<file path="src/rtl/boost_le_pwm_pkg.sv">
package boost_le_pwm_pkg;

    // Divide-by-three frame sequencer states
    typedef enum logic [1:0] {
        ST_IDLE  = 2'd0,
        ST_RAMP  = 2'd1,
        ST_GAP_A = 2'd2,
        ST_GAP_B = 2'd3
    } frame_state_e;

endpackage

</file>
<file path="src/rtl/blp_ramp_ctr.sv">
module blp_ramp_ctr #(
    parameter int STEPS  = 64,
    parameter int RAMP_W = $clog2(STEPS)
) (
    input  logic              clk,
    input  logic              rst_n,
    input  logic              run_i,
    input  logic              started_i,
    output logic [RAMP_W-1:0] sub_q_o,
    output logic [RAMP_W-1:0] sub_d_o,
    output logic              wrap_o
);
    localparam logic [RAMP_W-1:0] LAST = RAMP_W'(STEPS - 1);

    logic [RAMP_W-1:0] sub_q;
    logic [RAMP_W-1:0] sub_d;

    assign wrap_o = started_i && (sub_q == LAST);

    always_comb begin
        if (!run_i || !started_i) begin
            sub_d = '0;
        end else if (sub_q == LAST) begin
            sub_d = '0;
        end else begin
            sub_d = sub_q + 1'b1;
        end
    end

    always_ff @(posedge clk or negedge rst_n) begin
        if (!rst_n) begin
            sub_q <= '0;
        end else begin
            sub_q <= sub_d;
        end
    end

    assign sub_q_o = sub_q;
    assign sub_d_o = sub_d;

    // the sub-step counter never leaves its range
    a_r2_sub_range : assert property (@(posedge clk) disable iff (!rst_n)
        sub_q <= LAST);

    // a stopped channel restarts its sub-step count from zero
    a_r7_sub_cleared : assert property (@(posedge clk) disable iff (!rst_n)
        !run_i |=> sub_q == '0);

endmodule

</file>
<file path="src/rtl/blp_frame_fsm.sv">
module blp_frame_fsm
    import boost_le_pwm_pkg::*;
(
    input  logic         clk,
    input  logic         rst_n,
    input  logic         run_i,
    input  logic         wrap_i,
    output frame_state_e state_q_o,
    output frame_state_e state_d_o,
    output logic         started_o
);
    frame_state_e state_q;
    frame_state_e state_d;

    // next-state process
    always_comb begin
        state_d = state_q;
        if (!run_i) begin
            state_d = ST_IDLE;
        end else begin
            unique case (state_q)
                ST_IDLE:  state_d = ST_RAMP;
                ST_RAMP:  if (wrap_i) state_d = ST_GAP_A;
                ST_GAP_A: if (wrap_i) state_d = ST_GAP_B;
                ST_GAP_B: if (wrap_i) state_d = ST_RAMP;
                default:  state_d = ST_IDLE;
            endcase
        end
    end

    // state register
    always_ff @(posedge clk or negedge rst_n) begin
        if (!rst_n) begin
            state_q <= ST_IDLE;
        end else begin
            state_q <= state_d;
        end
    end

    // output process
    always_comb begin
        started_o = (state_q != ST_IDLE);
        state_q_o = state_q;
        state_d_o = state_d;
    end

    // window is followed by the first dead period
    a_r1_ramp_to_gap : assert property (@(posedge clk) disable iff (!rst_n)
        (run_i && state_q == ST_RAMP && wrap_i) |=> state_q == ST_GAP_A);

    // second dead period leads back into a window
    a_r1_gap_to_ramp : assert property (@(posedge clk) disable iff (!rst_n)
        (run_i && state_q == ST_GAP_B && wrap_i) |=> state_q == ST_RAMP);

    // an inactive channel rests in the idle state
    a_r9_idle_when_off : assert property (@(posedge clk) disable iff (!rst_n)
        !run_i |=> state_q == ST_IDLE);

endmodule

</file>
<file path="src/rtl/blp_gate_latch.sv">
module blp_gate_latch #(
    parameter int RAMP_W = 6,
    parameter int ERR_W  = RAMP_W + 1
) (
    input  logic              clk,
    input  logic              rst_n,
    input  logic              win_d_i,
    input  logic [RAMP_W-1:0] ramp_d_i,
    input  logic [ERR_W-1:0]  err_i,
    output logic              gate_o
);
    logic gate_q;
    logic set_c;
    logic hold_c;
    logic gate_d;

    // Set when the upcoming ramp value reaches the error code
    assign set_c  = win_d_i && ({1'b0, ramp_d_i} >= err_i);
    // Keep a set latch until the window closes (ramp restarts or leaves)
    assign hold_c = win_d_i && (ramp_d_i != '0) && gate_q;
    assign gate_d = set_c || hold_c;

    always_ff @(posedge clk or negedge rst_n) begin
        if (!rst_n) begin
            gate_q <= 1'b0;
        end else begin
            gate_q <= gate_d;
        end
    end

    assign gate_o = gate_q;

    // a set gate drops only when the window is left or restarted
    a_r4_latch_holds : assert property (@(posedge clk) disable iff (!rst_n)
        (gate_q && win_d_i && ramp_d_i != '0) |=> gate_q);

endmodule

</file>
<file path="src/rtl/boost_le_pwm.sv">
module boost_le_pwm
    import boost_le_pwm_pkg::*;
#(
    parameter int STEPS  = 64,
    parameter int RAMP_W = $clog2(STEPS),
    parameter int ERR_W  = RAMP_W + 1
) (
    input  logic             clk,
    input  logic             rst_n,
    input  logic             enable_i,
    input  logic             strap_i,
    input  logic [ERR_W-1:0] err_i,
    output logic             gate_o
);
    logic              run;
    logic              wrap;
    logic              started;
    logic [RAMP_W-1:0] sub_q;
    logic [RAMP_W-1:0] sub_d;
    frame_state_e      state_q;
    frame_state_e      state_d;
    logic              win_d;

    assign run   = enable_i && !strap_i;
    assign win_d = (state_d == ST_RAMP);

    blp_ramp_ctr #(.STEPS(STEPS), .RAMP_W(RAMP_W)) u_ramp (
        .clk       (clk),
        .rst_n     (rst_n),
        .run_i     (run),
        .started_i (started),
        .sub_q_o   (sub_q),
        .sub_d_o   (sub_d),
        .wrap_o    (wrap)
    );

    blp_frame_fsm u_fsm (
        .clk       (clk),
        .rst_n     (rst_n),
        .run_i     (run),
        .wrap_i    (wrap),
        .state_q_o (state_q),
        .state_d_o (state_d),
        .started_o (started)
    );

    blp_gate_latch #(.RAMP_W(RAMP_W), .ERR_W(ERR_W)) u_latch (
        .clk      (clk),
        .rst_n    (rst_n),
        .win_d_i  (win_d),
        .ramp_d_i (sub_d),
        .err_i    (err_i),
        .gate_o   (gate_o)
    );

    // gate is confined to the window state
    a_r2_gate_in_window : assert property (@(posedge clk) disable iff (!rst_n)
        gate_o |-> state_q == ST_RAMP);

    // a rising gate means the ramp has reached the code
    a_r3_rise_at_level : assert property (@(posedge clk) disable iff (!rst_n)
        $rose(gate_o) |-> ({1'b0, sub_q} >= $past(err_i)));

    // gate falls only on leaving the window or on a stop
    a_r4_fall_at_end : assert property (@(posedge clk) disable iff (!rst_n)
        $fell(gate_o) |-> (state_q == ST_GAP_A || state_q == ST_IDLE));

    // a strapped or disabled channel drives the gate low
    a_r9_off_low : assert property (@(posedge clk) disable iff (!rst_n)
        !run |=> !gate_o);

endmodule

</file>
<file path="config.mk">
export PLATFORM = sky130hd
export DESIGN_NAME = boost_le_pwm
export DESIGN_NICKNAME = d
export VERILOG_FILES = /design/src/rtl/boost_le_pwm_pkg.sv /design/src/rtl/blp_ramp_ctr.sv /design/src/rtl/blp_frame_fsm.sv /design/src/rtl/blp_gate_latch.sv /design/src/rtl/boost_le_pwm.sv
export SDC_FILE = /design/constraint.sdc
export NUM_CORES = 1
export LEC_CHECK = 0
export ABC_CLOCK_PERIOD_IN_PS = 2300
export BUFFER_PORTS_ARGS = -buffer_cell sky130_fd_sc_hd__buf_2
export CAP_MARGIN = 20
export CELL_PAD_IN_SITES_DETAIL_PLACEMENT = 2
export CELL_PAD_IN_SITES_GLOBAL_PLACEMENT = 2
export CORE_MARGIN = 10
export CORE_UTILIZATION = 25
export DETAILED_ROUTE_END_ITERATION = 6
export GPL_ROUTABILITY_DRIVEN = 0
export PLACE_DENSITY_LB_ADDON = 0.1
export RECOVER_POWER = 25
export SLEW_MARGIN = 20
export SYNTH_ARGS = -nofsm -noshare
export SYNTH_HDL_FRONTEND = slang
export SYNTH_HIERARCHICAL = 1
export SYNTH_SLANG_ARGS = --single-unit
</file>
<file path="constraint.sdc">
create_clock -name clk -period 2.3 [get_ports clk]
set_input_delay 0.23 -clock clk [delete_from_list [all_inputs] [get_ports clk]]
set_output_delay 0.23 -clock clk [all_outputs]
set_load 0.1 [all_outputs]
</file>
-- Yosys cells after proc, flatten, opt, wreduce, memory -nomap -nowiden
Cells that the tools add are included.
- output and inout bits: 1
- register bits after elaboration: 9
- add/subtract/negate cells: 1
- equal/unequal tests: 5
- reductions and logical operators: 13
- magnitude comparators: 1
- muxes and demuxes: 7
- operators by type and width (operator ; number):
    6-bit 2-to-1 mux ; 2
    2-bit 2-to-1 mux ; 4
    2-bit case mux with 4 select lines ; 1
    6-bit by 7-bit >= comparator with 1-bit output ; 1
    6-bit by 1-bit adder with 6-bit output, second input constant ; 1
    6-bit equality test, second input constant ; 1
    6-bit nonzero test ; 1
    1-bit logical AND ; 5
    2-bit by 1-bit equality test with 1-bit output, second input constant ; 2
    2-bit equality test, second input constant ; 2
    1-bit logical NOT ; 3
    2-bit logical NOT ; 1
    1-bit logical OR ; 2
    2-bit nonzero test ; 1

-- Longest topological paths before layout
Gate-level depths: netlist of run 1.
- word-level depth: 9
- depth in mapped cells: 9
- mapped depth without buffers: 9

-- Hierarchy
Netlist of run 1, hierarchy kept.
- by module, submodules not included (module ; cells each ; seq. area each (um2) ; times used ; area each (um2)):
    blp_ramp_ctr ; 26 ; 150.1 ; 1 ; 272.8
    blp_gate_latch ; 24 ; 25.0 ; 1 ; 205.2
    blp_frame_fsm ; 9 ; 50.0 ; 1 ; 97.6
    boost_le_pwm ; 2 ; 0.0 ; 1 ; 27.5

-- Least setup slack after synthesis of run 1
OpenSTA, ideal clock, no wires.
- path type: register to register
- start: reg u_fsm.state_q[1] (netlist: u_fsm/state_q_o[1])
- end: reg u_latch.gate_q (netlist: u_latch/gate_o)
- arrival time: 1.858 ns
- setup slack: 0.305 ns
- period minus slack after synthesis: 1.995 ns
- setup time: 0.137 ns
- cell stages (with the launch flop): 8
- required time: 2.163 ns
- path through: dfrtp_1 -> or2_2 -> nand2_1 -> o21bai_1 -> nor2_1 -> or4_1 -> o311ai_2 -> o211ai_1
- elaborated cells between the ends (all ways): 21
- RTL lines (what ; line ; RTL):
    start: declaration ; blp_frame_fsm.sv:12 ; frame_state_e state_q;
    start signal: assignment ; blp_frame_fsm.sv:36 ; state_q <= state_d;
    2-bit nonzero test * ; blp_frame_fsm.sv:42 ; started_o = (state_q != ST_IDLE);
    via started ; boost_le_pwm.sv:17 ; logic started;
    1-bit logical NOT * ; blp_ramp_ctr.sv:21 ; if (!run_i || !started_i) begin
    1-bit logical OR * ; blp_ramp_ctr.sv:21 ;
    6-bit 2-to-1 mux * ; blp_ramp_ctr.sv:21 ;
    via sub_d[0] ; boost_le_pwm.sv:19 ; logic [RAMP_W-1:0] sub_d;
    parallel branches: the longest is 3 deep, another holds 6-bit by 7-bit >= comparator with 1-bit output ; n/a ;
    1-bit logical OR * ; blp_gate_latch.sv:21 ; assign gate_d = set_c || hold_c;
    via u_latch.gate_d ; blp_gate_latch.sv:15 ; logic gate_d;
    end signal: assignment ; blp_gate_latch.sv:27 ; gate_q <= gate_d;
    end: declaration ; blp_gate_latch.sv:12 ; logic gate_q;
Mark *: on every way through the listed nets, which the timed path passes.

-- Worst setup path after layout of run 1
- start: reg u_fsm.state_q[0] (netlist: u_fsm/state_q_o[0])
- end: reg u_latch.gate_q (netlist: u_latch/gate_o)
The elaborated chain is that of the path after synthesis.

==> flow_summary.yaml, run 1 <==
sta:
  maxSlewViolCount: 0
  finalCriticalPeriod_ns: 2.15
  rsz0062_at_grt: "no"
  hold_violations: 0
  setup_viol: 0
  max_freq_mhz: 466
  finalCritPeriodShare_pct: 93.3
  fin_ws_ns: 0.155
  worst_slew_pin_slew_ns: 0.486
  maxSlewHeadroom_pct: 67.6
  fin_setup_tns_ns: 0
  finClkSkew_ns: 0.00149
  hold-worst-slack_ns: 0.313
routing:
  drt-initial-drc-count: 8
  avgViaCountPerCell: 4.75
  wl_met1_um: 680
  drt_wl_total_um: 1560
  wl_met2_um: 801
  drt_first_pass_iters: 3
  routed-wl-met3_um: 43
  wire_per_inst_um: 14.7
  vias: 504
  drc: 0
  top_layer: "met4"
  ant_nets: 0
pwr:
  total_leakage_power_nw: 0.385
  power_frac_comb_pct: 10.9
  pwr-share-seq_pct: 51.7
  p_int_w: 0.000243
  switching_power_w: 0.0000680
  clockPowerShare_pct: 37.4
  p_sw_share_pct: 21.8
  peakVddDrop_mv: 0.140
  power_density_mw_per_mm2: 417
clocking:
  cts-buffers-inserted: 3
  clk_latency_ns: 0.25
  cts.clk_slew.worst_paths_ns: 0.06
  cts_tree: "done"
  htree_levels: 1
  clock-sinks: 9
  cts_buffer_depth: 2
  cts_root_buf: "clkbuf_4"
setup_path:
  end_kind: "register"
  cp_data_required_time_ns: 2.42
  path_max_fanout: 3
  crit_buf_inv: 0
  worst_setup_path_start_kind: "register"
  critPathMaxStageDelay_ns: 0.54
  ff2ff_path_depth: 7
  crit_family: "simple AND/OR/NAND/NOR gates"
  regToRegSetupSlack_ns: 0.15
  cpMaxStageDelayCell: "or4_1"
  path_cells: "or2_2 > nand2_1 > o21bai_2 > nor2_1 > or4_1 > o311ai_2 > o211ai_1"
  worstSetupPathType: "reg -> reg"
  cp.depth: 7
  cp.arrival_ns: 2.26
floorplanning:
  start_util_pct: 26.7
  die-width_um: 69.1
  die_area_sq_mm: 0.00478
  placementRows: 17
  core_sq_mm: 0.00225
  io_pins: 12
  die_height_um: 69.1
run:
  drv_cap: 0
global_routing:
  grt_pass1_wl_um: 2590
  antenna_found_initial: 0
  grt_remaining_overflow: 0
  grt_pass1_vias: 548
  grt_max_degree: 10
  grt_util_all_layers_pct: 6.49
place:
  numPortBuffers: 11
  place_area_sq_um: 693
  dpl.hpwl_um: 1350
  place_ws_ns: 0.111
  placed_cells: 100
layout:
  ff_latch_area_sq_um: 225
  multiInputGateArea_sq_um: 363
  stdcell_count: 106
  drive_gt1_share_pct: 29.5
  diodes: 0
  area_growth_pct: 23.9
  final_area_sq_um: 747
  nFillCells: 285
  fin_nets: 97
  mostFrequentLayoutCells: "buf_2, dfrtp_1, inv_1, ha_1, nand2_1"
  final_common_cell: "buf_2"
synthesis:
  ys_types: 27
  ys_ff_latch: 9
  synthesis.nets: 79
  synth-warning-count: 6
  syn_inst: 61
  avgSynthCellArea_sq_um: 9.89
  synth_area_sq_um: 603
  yosysSeqAreaShare_pct: 37.3
min_path:
  hold_path_class: "in -> reg"
  min_path_cells: 3
outcome:
  outcome: "finished, final reports clean"
## Yosys cell counts
| master | number | area share [%] |
|---|---|---|
| inv_1 | 7 | 4.4 |
| o211ai_1 | 1 | 1.2 |
| mux2i_1 | 1 | 1.7 |
| nand2b_1 | 3 | 3.1 |
| nor2_1 | 4 | 2.5 |
| xor2_1 | 2 | 2.9 |
| o21ai_0 | 2 | 1.7 |
| nor2b_1 | 1 | 1.0 |
| o21bai_1 | 1 | 1.2 |
| or4_1 | 1 | 1.2 |
| nand3_2 | 1 | 1.7 |
| o221a_1 | 1 | 1.9 |
| xnor2_1 | 1 | 1.5 |
| nor3_1 | 1 | 0.83 |
| nor2b_4 | 2 | 4.6 |
| o311ai_2 | 1 | 2.7 |
| nand4_1 | 1 | 1.0 |
| a31oi_1 | 1 | 1.0 |
| and3_1 | 2 | 2.1 |
| or3_1 | 1 | 1.0 |
| a21oi_2 | 1 | 1.5 |
| nand2_1 | 5 | 3.1 |
| dfrtp_1 | 9 | 37 |
| ha_1 | 7 | 15 |
| nand3_1 | 1 | 0.83 |
| a21o_1 | 2 | 2.5 |
| or2_2 | 1 | 1.0 |
## area by class of cell
| class | count | share of cell area (%) |
|---|---|---|
| Tap cell | 28 | 4.69 |
| Clock buffer | 4 | 3.52 |
| Sequential cell | 9 | 30.2 |
| Multi-Input combinational cell | 45 | 48.6 |
| Inverter | 7 | 3.52 |
| Timing Repair Buffer | 13 | 9.55 |
## power by group through the flow
stage	clock [W]	combinational (W)	sequential (W)
floorplan	0	0.0000168	0.000164
global placement	0	0.0000323	0.000164
detailed placement	0	0.0000335	0.000164
CTS	0.000122	0.0000350	0.000161
global route	0.000128	0.0000383	0.000161
finish	0.000117	0.0000339	0.000161
## cell families (layout without fill, tap and decap cells)
| group | after synthesis | count (layout) | synth area share (%) |
|---|---|---|---|
| flops | 9 | 9 | 37.3 |
| compound gates | 10 | 10 | 13.7 |
| buf+inv | 7 | 24 | 4.36 |
| fa+ha+maj | 7 | 7 | 14.5 |
| simple gates | 24 | 24 | 24.1 |
| xor+xnor | 3 | 3 | 4.36 |
| mux | 1 | 1 | 1.66 |
## what timing repair did
action                                 in CTS  in global routing
buffers inserted                            0                  1
setup endpoints to repair                   0                  1
hold buffers                                1                  0
endpoints found under the hold margin       9                  0
resized for setup                           0                  3
## metrics by stage
step                power (W)  utilization [%]
floorplan            0.000181                -
global placement     0.000196             30.7
detailed placement   0.000197             30.7
CTS                  0.000318             32.4
global route         0.000327             33.1
finish               0.000311             33.1
## final timing paths
| path | endpoint | start |
|---|---|---|
| setup / recovery | u_latch/gate_o | u_fsm/state_q_o[0] |
| hold / removal | u_fsm/state_q_o[0] | strap_i |
| setup reg to reg | u_latch/gate_o | u_fsm/state_q_o[0] |
| hold reg to reg | u_ramp/sub_q_o[0] | u_ramp/sub_q_o[0] |
| max in group asynchronous | u_latch/gate_o | rst_n |
| min in group asynchronous | u_fsm/state_q_o[1] | rst_n |
## registers in the layout, summed over array words and instances (netlist names)
signal	count
u_latch/gate_o	1
u_ramp/sub_q_o	6
u_fsm/state_q_o	2
## metal layers
layer,up-vias,GRT usage (%)
met4,0,4.66
met5,-,0
li1,244,-
met3,2,0.856
met1,249,6.74
met2,9,11.6
## worst register-to-register path, cell delays in order (launching register included)
cell	delay [ns]
dfrtp_1	0.39
or2_2	0.32
nand2_1	0.13
o21bai_2	0.16
nor2_1	0.10
or4_1	0.54
o311ai_2	0.24
o211ai_1	0.13
Note: power is estimated with default switching activity, not from simulation.
==> inputs of run 2 (changes only) <==
Settings changed: CORE_ASPECT_RATIO set to 1.25, GPL_TIMING_DRIVEN set to 0.
==> run 2 against run 1 <==
Effect of this change:
- first-iteration DRC count down 100%
- sequential share of layout area up 0.46 points
- combinational power about the same
- register-to-register slack better by 0.05 ns
- utilization down 0.55 points
- critical path depth unchanged
- via count down 0.99%
- highest routed layer unchanged
- largest cell class unchanged
- design area down 1.5%
==> flow_summary.yaml, run 2 (synthesis gave the netlist of run 1 again) <==
outcome:
  outcome: "finished, final reports clean"
pwr:
  power_frac_comb_pct: 10.7
  switching_power_w: 0.0000721
  p_sw_share_pct: 22.8
  p_int_w: 0.000244
  pwr-share-seq_pct: 50.9
  peakVddDrop_mv: 0.259
  power_density_mw_per_mm2: 430
  total_leakage_power_nw: 0.379
  clockPowerShare_pct: 38.4
routing:
  drc: 0
  ant_nets: 0
  wire_per_inst_um: 13.2
  drt_wl_total_um: 1420
  drt-initial-drc-count: 0
  drt_first_pass_iters: 1
  vias: 499
  avgViaCountPerCell: 4.62
setup_path:
  worst_setup_path_start_kind: "register"
  cp_data_required_time_ns: 2.44
  path_max_fanout: 5
  end_kind: "register"
  critPathMaxStageDelay_ns: 0.54
  worstSetupPathType: "reg -> reg"
  cpMaxStageDelayCell: "or4_1"
  cp.arrival_ns: 2.24
  path_cells: "or2_2 > nand2_1 > o21bai_2 > nor2_1 > or4_1 > o311ai_2 > o211ai_1"
run:
  drv_cap: 0
layout:
  final_common_cell: "buf_2"
  area_growth_pct: 22.0
  stdcell_count: 108
  largest_reg_flops: 6
  nFillCells: 267
  diodes: 0
  final_util_pct: 32.6
  mostFrequentLayoutCells: "buf_2, dfrtp_1, inv_1, ha_1, nand2_1"
  fin_nets: 96
  drive_gt1_share_pct: 26.0
  final_area_sq_um: 736
clocking:
  cts_buffer_depth: 2
  clock-sinks: 9
  cts_tree: "done"
  htree_levels: 1
  cts.clk_slew.worst_paths_ns: 0.06
  clk_latency_ns: 0.26
  cts-buffers-inserted: 3
  cts_root_buf: "clkbuf_4"
floorplanning:
  start_util_pct: 26.7
  die_area_sq_mm: 0.00479
  core_sq_mm: 0.00226
  die-width_um: 63.9
  io_pins: 12
  placementRows: 19
  die_height_um: 74.9
global_routing:
  grt_pass1_vias: 556
  grt_pass1_wl_um: 2350
  grt_max_degree: 10
  grt_util_all_layers_pct: 6.69
  grt_remaining_overflow: 0
  antenna_found_initial: 0
sta:
  finalCritPeriodShare_pct: 91.3
  hold_violations: 0
  fin_ws_ns: 0.201
  fin_setup_tns_ns: 0
  maxSlewViolCount: 0
  finalCriticalPeriod_ns: 2.10
  setup_viol: 0
  worst_slew_pin_slew_ns: 0.479
  rsz0062_at_grt: "no"
  finClkSkew_ns: 0.00353
  max_freq_mhz: 476
  maxSlewHeadroom_pct: 68.1
min_path:
  hold_path_class: "in -> reg"
place:
  place_area_sq_um: 697
  place_ws_ns: 0.126
  numPortBuffers: 11
  placed_cells: 103
  dpl.hpwl_um: 1250
[run 2: worst paths after layout]
check                              startpoint                end  slack [ns]  depth (start not counted)
max                        u_fsm/state_q_o[1]     u_latch/gate_o        0.20                          7
min                                  err_i[6]     u_latch/gate_o        0.27                          4
max reg2reg                u_fsm/state_q_o[1]     u_latch/gate_o        0.20                          7
min reg2reg                 u_ramp/sub_q_o[0]  u_ramp/sub_q_o[0]        0.52                          1
max in group asynchronous               rst_n  u_ramp/sub_q_o[3]        1.54                          2
min in group asynchronous               rst_n     u_latch/gate_o        0.43                          2
[run 2: metal layers]
metal  GRT usage [%]  vias up  wire, um
li1                -      242         -
met1            5.70      243       538
met2            11.7       10       761
met3            1.34        4        45
met4            8.76        0        77
met5               0        -         0
[run 2: cell type report]
| class | instances | area [sq um] | share of cell area, % |
|---|---|---|---|
| sequential | 9 | 225 | 30.6 |
| multi-input combinational | 45 | 355 | 48.3 |
| tap | 31 | 38.8 | 5.27 |
| timing repair buffer | 12 | 63.8 | 8.67 |
| inverter | 7 | 26.3 | 3.57 |
| clock buffer | 4 | 26.3 | 3.57 |
[run 2: metrics by stage]
| step | hold WS [ns] | power (W) |
|---|---|---|
| after floorplan | -0.0656 | 0.000181 |
| after global placement | 0.0886 | 0.000196 |
| after detailed placement | 0.0917 | 0.000198 |
| after CTS | 0.267 | 0.000323 |
| after global routing | 0.312 | 0.000334 |
| final | 0.271 | 0.000316 |
[run 2: timing repair]
item / 4_1_cts / 5_1_grt
buffers inserted: 0 / 0
endpoints found under the hold margin: 9 / 0
resized for setup: 0 / 1
setup endpoints to repair: 0 / 1
hold buffers: 1 / 0
[run 2: power by group through the flow]
stage | clock, W | combinational [W] | sequential (W)
3_5_place_dp | 0 | 0.0000338 | 0.000164
2_1_floorplan | 0 | 0.0000168 | 0.000164
3_3_place_gp | 0 | 0.0000324 | 0.000164
5_1_grt | 0.000134 | 0.0000388 | 0.000161
4_1_cts | 0.000127 | 0.0000353 | 0.000161
6_report | 0.000121 | 0.0000338 | 0.000161
[run 2: worst max-delay path: cells and delay by family, from the launching register on]
family | cells | cell delay, ns
AND/OR/NAND/NOR | 4 | 1.06
AO/OA/AOI/OAI | 3 | 0.51
flip-flops | 1 | 0.41
